<file path="src/rtl/rsp_merge_pkg.sv">
package rsp_merge_pkg;
  typedef enum logic [1:0] {
    RSP_OKAY   = 2'b00,
    RSP_EXOKAY = 2'b01,
    RSP_SLVERR = 2'b10,
    RSP_DECERR = 2'b11
  } rsp_e;

  typedef enum logic [1:0] {
    ST_IDLE    = 2'd0,
    ST_COLLECT = 2'd1,
    ST_EMIT    = 2'd2
  } mrg_state_e;

  // severity rank, higher wins
  function automatic logic [1:0] severity(logic [1:0] r);
    case (r)
      RSP_EXOKAY: severity = 2'd0;
      RSP_OKAY:   severity = 2'd1;
      RSP_SLVERR: severity = 2'd2;
      default:    severity = 2'd3;
    endcase
  endfunction
endpackage

</file>
<file path="src/rtl/rsp_merge_pick.sv">
module rsp_merge_pick
  import rsp_merge_pkg::*;
(
  input  logic [1:0] acc_i,
  input  logic [1:0] new_i,
  output logic [1:0] win_o
);
  always_comb begin
    if (severity(new_i) > severity(acc_i)) win_o = new_i;
    else                                   win_o = acc_i;
  end
endmodule

</file>
<file path="src/rtl/rsp_merge_cnt.sv">
module rsp_merge_cnt #(
  parameter int unsigned CNT_W = 4
) (
  input  logic             clk_i,
  input  logic             rst_ni,
  input  logic             load_i,
  input  logic [CNT_W-1:0] count_i,
  input  logic             dec_i,
  output logic             last_o
);
  localparam logic [CNT_W-1:0] ONE = CNT_W'(1);

  logic [CNT_W-1:0] rem_q;

  always_ff @(posedge clk_i or negedge rst_ni) begin
    if (!rst_ni)     rem_q <= '0;
    else if (load_i) rem_q <= (count_i == '0) ? ONE : count_i;
    else if (dec_i)  rem_q <= rem_q - ONE;
  end

  assign last_o = (rem_q == ONE);

  // a decrement never runs the count below zero
  a_r5_no_underflow: assert property (@(posedge clk_i) disable iff (!rst_ni)
    dec_i |-> rem_q != '0);
endmodule

</file>
<file path="src/rtl/rsp_merge_unit.sv">
module rsp_merge_unit
  import rsp_merge_pkg::*;
#(
  parameter int unsigned CNT_W = 4
) (
  input  logic             clk_i,
  input  logic             rst_ni,
  input  logic             cmd_valid_i,
  output logic             cmd_ready_o,
  input  logic [CNT_W-1:0] cmd_count_i,
  input  logic             sub_valid_i,
  output logic             sub_ready_o,
  input  logic [1:0]       sub_resp_i,
  output logic             mrg_valid_o,
  input  logic             mrg_ready_i,
  output logic [1:0]       mrg_resp_o
);
  mrg_state_e state_q, state_d;
  logic [1:0] acc_q, win;
  logic       first_q, last;
  logic       cmd_hs, sub_hs, mrg_hs;

  assign cmd_ready_o = (state_q == ST_IDLE);
  assign sub_ready_o = (state_q == ST_COLLECT);
  assign mrg_valid_o = (state_q == ST_EMIT);
  assign mrg_resp_o  = acc_q;

  assign cmd_hs = cmd_valid_i && cmd_ready_o;
  assign sub_hs = sub_valid_i && sub_ready_o;
  assign mrg_hs = mrg_valid_o && mrg_ready_i;

  rsp_merge_cnt #(.CNT_W(CNT_W)) u_cnt (
    .clk_i   (clk_i),
    .rst_ni  (rst_ni),
    .load_i  (cmd_hs),
    .count_i (cmd_count_i),
    .dec_i   (sub_hs),
    .last_o  (last)
  );

  rsp_merge_pick u_pick (
    .acc_i (acc_q),
    .new_i (sub_resp_i),
    .win_o (win)
  );

  always_comb begin
    state_d = state_q;
    case (state_q)
      ST_IDLE:    if (cmd_hs) state_d = ST_COLLECT;
      ST_COLLECT: if (sub_hs && last) state_d = ST_EMIT;
      ST_EMIT:    if (mrg_hs) state_d = ST_IDLE;
      default:    state_d = ST_IDLE;
    endcase
  end

  always_ff @(posedge clk_i or negedge rst_ni) begin
    if (!rst_ni) begin
      state_q <= ST_IDLE;
      acc_q   <= RSP_EXOKAY;
      first_q <= 1'b1;
    end else begin
      state_q <= state_d;
      if (cmd_hs) first_q <= 1'b1;
      else if (sub_hs) first_q <= 1'b0;
      // seed from the first sub-response of the transaction
      if (sub_hs) acc_q <= first_q ? sub_resp_i : win;
    end
  end

  // pending result holds until taken
  a_r7_hold: assert property (@(posedge clk_i) disable iff (!rst_ni)
    mrg_valid_o && !mrg_ready_i |=> mrg_valid_o && $stable(mrg_resp_o));

  // no sub-response taken while result pending
  a_r6_stall: assert property (@(posedge clk_i) disable iff (!rst_ni)
    mrg_valid_o |-> !sub_ready_o);

  // result appears only right after a sub-response handshake
  a_r5_emit_after_sub: assert property (@(posedge clk_i) disable iff (!rst_ni)
    $rose(mrg_valid_o) |-> $past(sub_valid_i && sub_ready_o));

  // EXOKAY result needs an EXOKAY final input
  a_r3_exokay_only: assert property (@(posedge clk_i) disable iff (!rst_ni)
    $rose(mrg_valid_o) && mrg_resp_o == RSP_EXOKAY |-> $past(sub_resp_i) == RSP_EXOKAY);

  // no new command while a merged result waits
  a_r8_cmd_block: assert property (@(posedge clk_i) disable iff (!rst_ni)
    mrg_valid_o && !mrg_ready_i |=> !cmd_ready_o);
endmodule

</file>
<file path="config.mk">
export PLATFORM = sky130hd
export DESIGN_NAME = rsp_merge_unit
export DESIGN_NICKNAME = d
export VERILOG_FILES = /design/src/rtl/rsp_merge_pkg.sv /design/src/rtl/rsp_merge_pick.sv /design/src/rtl/rsp_merge_cnt.sv /design/src/rtl/rsp_merge_unit.sv
export SDC_FILE = /design/constraint.sdc
export NUM_CORES = 1
export LEC_CHECK = 0
export BUFFER_PORTS_ARGS = -buffer_cell sky130_fd_sc_hd__buf_2
export CAP_MARGIN = 10
export CORE_AREA = 2 2 39 41
export DETAILED_ROUTE_END_ITERATION = 16
export DIE_AREA = 0 0 41 43
export GPL_TIMING_DRIVEN = 1
export PLACE_DENSITY_LB_ADDON = 0.12
export SLEW_MARGIN = 20
export SYNTH_ARGS = -nofsm -noshare
export SYNTH_HDL_FRONTEND = slang
export SYNTH_SLANG_ARGS = --single-unit
</file>
<file path="constraint.sdc">
create_clock -name clk_i -period 2.3 [get_ports clk_i]
set_input_delay 0.69 -clock clk_i [delete_from_list [all_inputs] [get_ports clk_i]]
set_output_delay 0.69 -clock clk_i [all_outputs]
set_load 0.01 [all_outputs]
</file>
==> metrics.txt, run 1 <==
post-route ant nets 0; highest metal used met4; syn nets 76; average cell area after synthesis 10.51 um^2; Critical Path AT 2.31 ns; clock network fraction of total power 14.1%; Final Skew 0.002905 ns; DRT Pass-1 Iters 2; drt initial violations 3; Avg Vias per Cell 5.106; wire length on met2 535 um; Routed WL 1.114 mm; part of the Yosys area used for sequential elements 38.00%; max cap viols 0; async set-reset flop share out of synthesis 100.0%; clock sinks 9; H-tree depth 1; cell-internal power 0.5550 mW; largest net degree at the start of global routing 11; I/O Pins 16; Worst slew margin 76.31%; Worst-Skew Late Latency 0.26 ns; min cycle time layout 2.153 ns; most frequent CP cell ha_1; Remaining DRCs 0; Max stage delay on crit path 0.35 ns; Max Clk Rate 464.4 MHz; initial antenna violation count 0; hpwl dp 872.7 um; Clk pin slew, worst setup/hold paths 0.06 ns; CP Capture Type flip-flop; status complete, no violations; largest area contributor in the netlist dfrtp_1; yosys warns 0; share of post-route cells with drive strength above 1 41.03%; row count 14; via count 480; Synth Flop Type dfrtp_1; post-CTS sizing 0; Post-Place Cells 90; P&R area growth vs syn 22.76%; startpoint types primary input; Starting Density 43.31%; Total GRT Usage 15.60%; PortBufs 15; Area after DPL 709.4 um^2; Comb power frac 50.1%; unique cell type count in the Yosys netlist 24; commonest non-fill, non-tap cell in the layout buf_2; met1 WL 493 um; Max Root-Sink Buffers 2; hold slack final 0.2699 ns; Sequential Power Share 35.7%; synthesized area 599.3 um^2; clock root buffer clkbuf_4; Core ar. 1384 um^2; CP required 2.45 ns; Die Width 41 um; TritonCTS clock tree built; synthesized flop and latch total 9; setup TNS 0 ns; non-filler cells, final 94; Mapped Cells 57; power density over the cells 1216 nW/um^2; top cell type's share of synthesized area 29.23%; RSZ-0062 raised after global routing false; Worst-Margin Slew 0.3550 ns; fin. max-slew vios 0; vias in the first global route 462; CP Max Fanout 2; drt wl/cell 11.85 um; Worst Hold Class primary input to asynchronous set/reset pin; slowest CP cell mux2_2; Net Sw Power 0.3394 mW; most frequent cells in the layout buf_2, ha_1, inv_1, dfrtp_1, o21ai_0; GP Congestion 0.6932; crit path cell chain buf_2 -> inv_1 -> ha_1 -> or2_2 -> ha_1 -> nor2b_1 -> o21ai_0 -> a21oi_1 -> mux2_2; final instance area 735.7 um^2; top cells by area, synth dfrtp_1, ha_1, dfstp_2, inv_1, mux2_2; n_diodes 0; LEAKAGE 0.3812 nW; Net Sw Frac 37.95%; kind of critical path primary input to flip-flop; postcts setup bufs 0; Final Cycle Share 93.61%; GR Overflow Total 0; final hold violations 0; EDFF count, synth 0; Peak VDD IR 0.5031 mV; final setup fails 0; Filler cells 143; total die area 1763 um^2; global-route wire length before repair 1.794 mm; fin nets 98; Die Ht 43 um; TritonCTS Buffers 3; WL met3 50 um; CTS Hold Buffers Added 0
power by group through the flow:
stage	clock network (mW)	logic (mW)	registers, mW
floorplan	0	0.321	0.317
global placement	0	0.445	0.321
detailed placement	0	0.457	0.321
CTS	0.128	0.457	0.320
global route	0.134	0.516	0.334
finish	0.126	0.449	0.320
critical path, delay by kind of cell:
| family | cells | cell delay [ns] |
|---|---|---|
| buf+inv | 2 | 0.14 |
| fa+ha+maj | 2 | 0.47 |
| simple gates | 2 | 0.40 |
| mux | 1 | 0.35 |
| compound gates | 2 | 0.26 |
worst paths after layout:
path | startpoint | end | slack (ns) | cells past startpoint
setup / recovery | sub_resp_i[0] | mrg_resp_o[1] | 0.15 | 9
hold reg to reg | mrg_resp_o[0] | mrg_resp_o[0] | 0.51 | 2
max in group asynchronous | rst_ni | first_q | 1.78 | 1
hold / removal | rst_ni | mrg_resp_o[1] | 0.27 | 1
min in group clk_i | mrg_resp_o[0] | mrg_resp_o[0] | 0.51 | 2
setup reg to reg | mrg_resp_o[0] | mrg_resp_o[1] | 0.38 | 7
metrics by stage:
step	util (%)	setup WS (ns)	total power, mW
floorplan	-	0.01638	0.6380
global placement	51.27	-0.09421	0.7660
detailed placement	51.27	-0.1401	0.7788
CTS	53.16	0.1348	0.9061
global route	53.16	0.03462	0.9842
finish	53.16	0.1469	0.8944
Yosys cell counts (3+ instances only):
cell type,count
dfrtp_1,7
inv_1,7
nor2_1,3
ha_1,8
o21ai_0,4
sequential cells by signal (all words and copies together), names as in the netlist:
signal       flops
first_q          1
state_q          2
mrg_resp_o       2
u_cnt.rem_q      4
cell families after synthesis:
kind of cell	synth area share [%]
AOI/OAI and AO/OA	13.78
xor gates and xnor gates	1.462
adders and majority gates	16.70
buffers and inverters	4.385
DFF	38.00
muxes	5.428
and+or+nand+nor	20.25
metal layers:
layer / GRT usage [%] / up-vias
li1: - / 239
met1: 17.88 / 224
met2: 23.75 / 12
met3: 3.141 / 5
met4: 12.00 / 0
met5: 0 / -
area by class of cell:
type / instances / area (um^2) / share of cell area (%)
Sequential cell: 9 / 227.7 / 30.95
Clock buffer: 4 / 26.28 / 3.571
Timing Repair Buffer: 17 / 90.09 / 12.24
Tap cell: 16 / 20.02 / 2.721
Multi-Input combinational cell: 41 / 345.3 / 46.94
Inverter: 7 / 26.28 / 3.571
Power figures use the tool's default switching activity.
==> inputs of run 2 (changes only) <==
--- a/config.mk
+++ b/config.mk
@@ -7,12 +7,12 @@
 export LEC_CHECK = 0
 export BUFFER_PORTS_ARGS = -buffer_cell sky130_fd_sc_hd__buf_2
 export CAP_MARGIN = 10
-export CORE_AREA = 2 2 39 41
+export CORE_UTILIZATION = 50
 export DETAILED_ROUTE_END_ITERATION = 16
-export DIE_AREA = 0 0 41 43
 export GPL_TIMING_DRIVEN = 1
 export PLACE_DENSITY_LB_ADDON = 0.12
 export SLEW_MARGIN = 20
 export SYNTH_ARGS = -nofsm -noshare
 export SYNTH_HDL_FRONTEND = slang
+export SYNTH_HIERARCHICAL = 1
 export SYNTH_SLANG_ARGS = --single-unit
==> metrics.txt, run 2 <==
Clk pin slew, worst setup/hold paths 0.06 ns (about the same); cell-internal power 0.7297 mW (+31%); async set-reset flop share out of synthesis 100.0% (unchanged); commonest non-fill, non-tap cell in the layout buf_2; CP Max Fanout 3 (+1); worst flop-to-flop path startpoint mrg_resp_o[0]; hpwl dp 994.8 um (+14%); Core ar. 1171 um^2 (-15%); failing checks setup timing; Final Skew 0.001206 ns (-0.001699 ns); Peak VDD IR 0.8412 mV (+67%); via count 486 (+1.3%); Synth Flop Type dfrtp_1; Final Util 77.03% (+24 points); clock network fraction of total power 10.3% (-3.8 points); Final Cycle Share 104.7% (+11 points); most frequent cells after synthesis ha_1, dfrtp_1, inv_1; Worst slew margin 80.38% (+4.1 points); I/O Pins 16 (unchanged); row count 12 (-2); syn nets 79 (+3.9%); Max Root-Sink Buffers 2 (unchanged); clock root buffer clkbuf_4; share of post-route cells with drive strength above 1 50.59% (+9.6 points); startpoint types primary input; final hold violations 0 (unchanged); average cell area after synthesis 10.97 um^2 (+4.3%); CP required 2.44 ns (about the same); M1 GR Usage 23.05% (+5.2 points); count leader, synth ha_1; R2R setup slack -0.07 ns (-0.45 ns); LEAKAGE 0.4364 nW (+14%); largest area contributor in the netlist dfrtp_1; Post-Place Cells 95 (+5.6%); Worst-Skew Late Latency 0.25 ns (about the same); Area after DPL 838.3 um^2 (+18%); Critical Path AT 2.55 ns (+0.24 ns); top cells by area, synth dfrtp_1, ha_1, dfstp_2, mux2_2, mux2_4; Largest register FFs 4 (unchanged); Routed WL 1.253 mm (+12%); vias in the first global route 464 (+0.43%); drt wl/cell 12.66 um (+6.8%); n_diodes 0 (unchanged); yosys warns 6 (+6); max cap viols 0 (unchanged); synthesized flop and latch total 9 (unchanged); synthesized area 658.1 um^2 (+9.8%); Sequential Power Share 28.3% (-7.4 points); Top Usage Layer GRT met2; Top reg by flops u_cnt/rem_q; Avg Vias per Cell 4.909 (-3.9%); TritonCTS clock tree built; final setup fails 1 (+1); Worst Hold Class primary input to asynchronous set/reset pin; largest net degree at the start of global routing 10 (-1); GP Congestion 0.6370 (-8.1%); min cycle time layout 2.408 ns (+0.2549 ns); Remaining DRCs 0 (unchanged); fin. max-slew vios 0 (unchanged); final worst slack -0.1080 ns (-0.2549 ns); CP startpoint sub_resp_i[0]; global-route wire length before repair 1.987 mm (+11%); Die Ht 38.28 um (-11%); path depth of the worst reg2reg path 9 (+2); drt initial violations 1 (-2); initial antenna violation count 0 (unchanged); EDFF count, synth 0 (unchanged); fin nets 105 (+7.1%); Total GRT Usage 20.77% (+5.2 points); TritonCTS Buffers 3 (unchanged); DRT Pass-1 Iters 2 (unchanged); Net Sw Power 0.4158 mW (+22%); kind of critical path primary input to flip-flop; CP Capture Type flip-flop; Mapped Cells 60 (+5.3%); Comb power frac 61.3% (+11 points); H-tree depth 1 (unchanged); unique cell type count in the Yosys netlist 25 (+4.2%); hold slack final 0.2783 ns (+0.008406 ns); P&R area growth vs syn 37.07%; Worst-Margin Slew 0.2937 ns (-0.06130 ns); setup TNS -0.1080 ns (-0.1080 ns); Max Clk Rate 415.3 MHz (-11%); part of the Yosys area used for sequential elements 34.60% (-3.4 points); PortBufs 15 (unchanged); Global Route met3 Usage 6.977% (+3.8 points); RSZ-0062 raised after global routing true; top cell type's share of synthesized area 26.62% (-2.6 points); non-filler cells, final 99 (+5.3%); clock sinks 9 (unchanged); post-route ant nets 0 (unchanged); met2 usage 38.56% (+15 points); power density over the cells 1270 nW/um^2 (+4.4%); Starting Density 56.20% (+13 points); total die area 1465 um^2 (-17%); Net Sw Frac 36.30% (-1.7 points); GR Overflow Total 0 (unchanged); final instance area 902.1 um^2 (+23%); status finished, violations left; most frequent cells in the layout buf_2, dfrtp_1, buf_4; Die Width 38.28 um (-6.6%)
==> run 2: cell types whose count changed in the layout (fill, tap and decap cells not counted), sizes merged, moves of 2 or more <==
cell and change:
buf +5, a221o -2, mux2 +5, a21o -2, nand2 +2, xor2 +2
==> run 2: stage by stage <==
step | setup WS (ns) | power, mW
global placement | -0.4456 | 0.9758
CTS | -0.09133 | 1.172
finish | -0.1080 | 1.145
detailed placement | -0.4881 | 1.007
global route | -0.1245 | 1.230
floorplan | -0.2101 | 0.7956
==> run 2: path summary, 6_finish.rpt <==
path	end
setup / recovery	mrg_resp_o[1]
setup reg to reg	mrg_resp_o[1]
hold reg to reg	state_q[0]
max in group asynchronous	first_q
hold / removal	mrg_resp_o[1]
min in group clk_i	state_q[0]
==> run 2: routing by layer <==
metal  part of all wire, %  up-vias
met4                     0        0
li1                      -      252
met5                     0        -
met3                   4.0        0
met2                    53       12
met1                    43      222
==> run 2: layout make-up <==
| cell class | instances | area, um^2 |
|---|---|---|
| Clock buffer | 4 | 26.28 |
| Inverter | 7 | 38.79 |
| Sequential cell | 9 | 227.7 |
| Timing Repair Buffer | 22 | 148.9 |
| Fill cell | 85 | 269.0 |
| Multi-Input combinational cell | 43 | 442.9 |
| Tap cell | 14 | 17.52 |
==> run 2: power groups by stage <==
stage / clock network, mW / logic [mW] / registers, mW
final: 0.119 / 0.702 / 0.325
after CTS: 0.122 / 0.725 / 0.325
after floorplan: 0 / 0.470 / 0.326
after global placement: 0 / 0.652 / 0.324
after detailed placement: 0 / 0.681 / 0.326
after global routing: 0.131 / 0.763 / 0.337
==> run 2: kinds of logic (layout without fill, tap and decap cells) <==
logic type,Yosys count,in the layout,share of synthesized area (%)
adder cells (fa/ha/maj),8,8,15.21
flip-flops,9,9,34.60
AO/OA/AOI/OAI,8,8,8.176
buffers and inverters,8,33,5.704
AND/OR/NAND/NOR,16,16,17.11
multiplexers,8,8,15.21
XOR/XNOR,3,3,3.993
==> run 2: critical path: stages <==
cell and delay [ns]:
buf_12 0.10, inv_12 0.03, ha_4 0.14, or2_4 0.25, ha_4 0.21, nor2b_4 0.12, o21ai_2 0.16, mux2_4 0.32
mux2_4 0.27, mux2_4 0.25
==> run 2: timing repair <==
| action | CTS | global route |
|---|---|---|
| gates resized for setup | 8 | 1 |
| pin swaps | 1 | 0 |
| setup endpoints to repair | 2 | 2 |
| setup buffers | 1 | 1 |
| hold buffers | 0 | 0 |
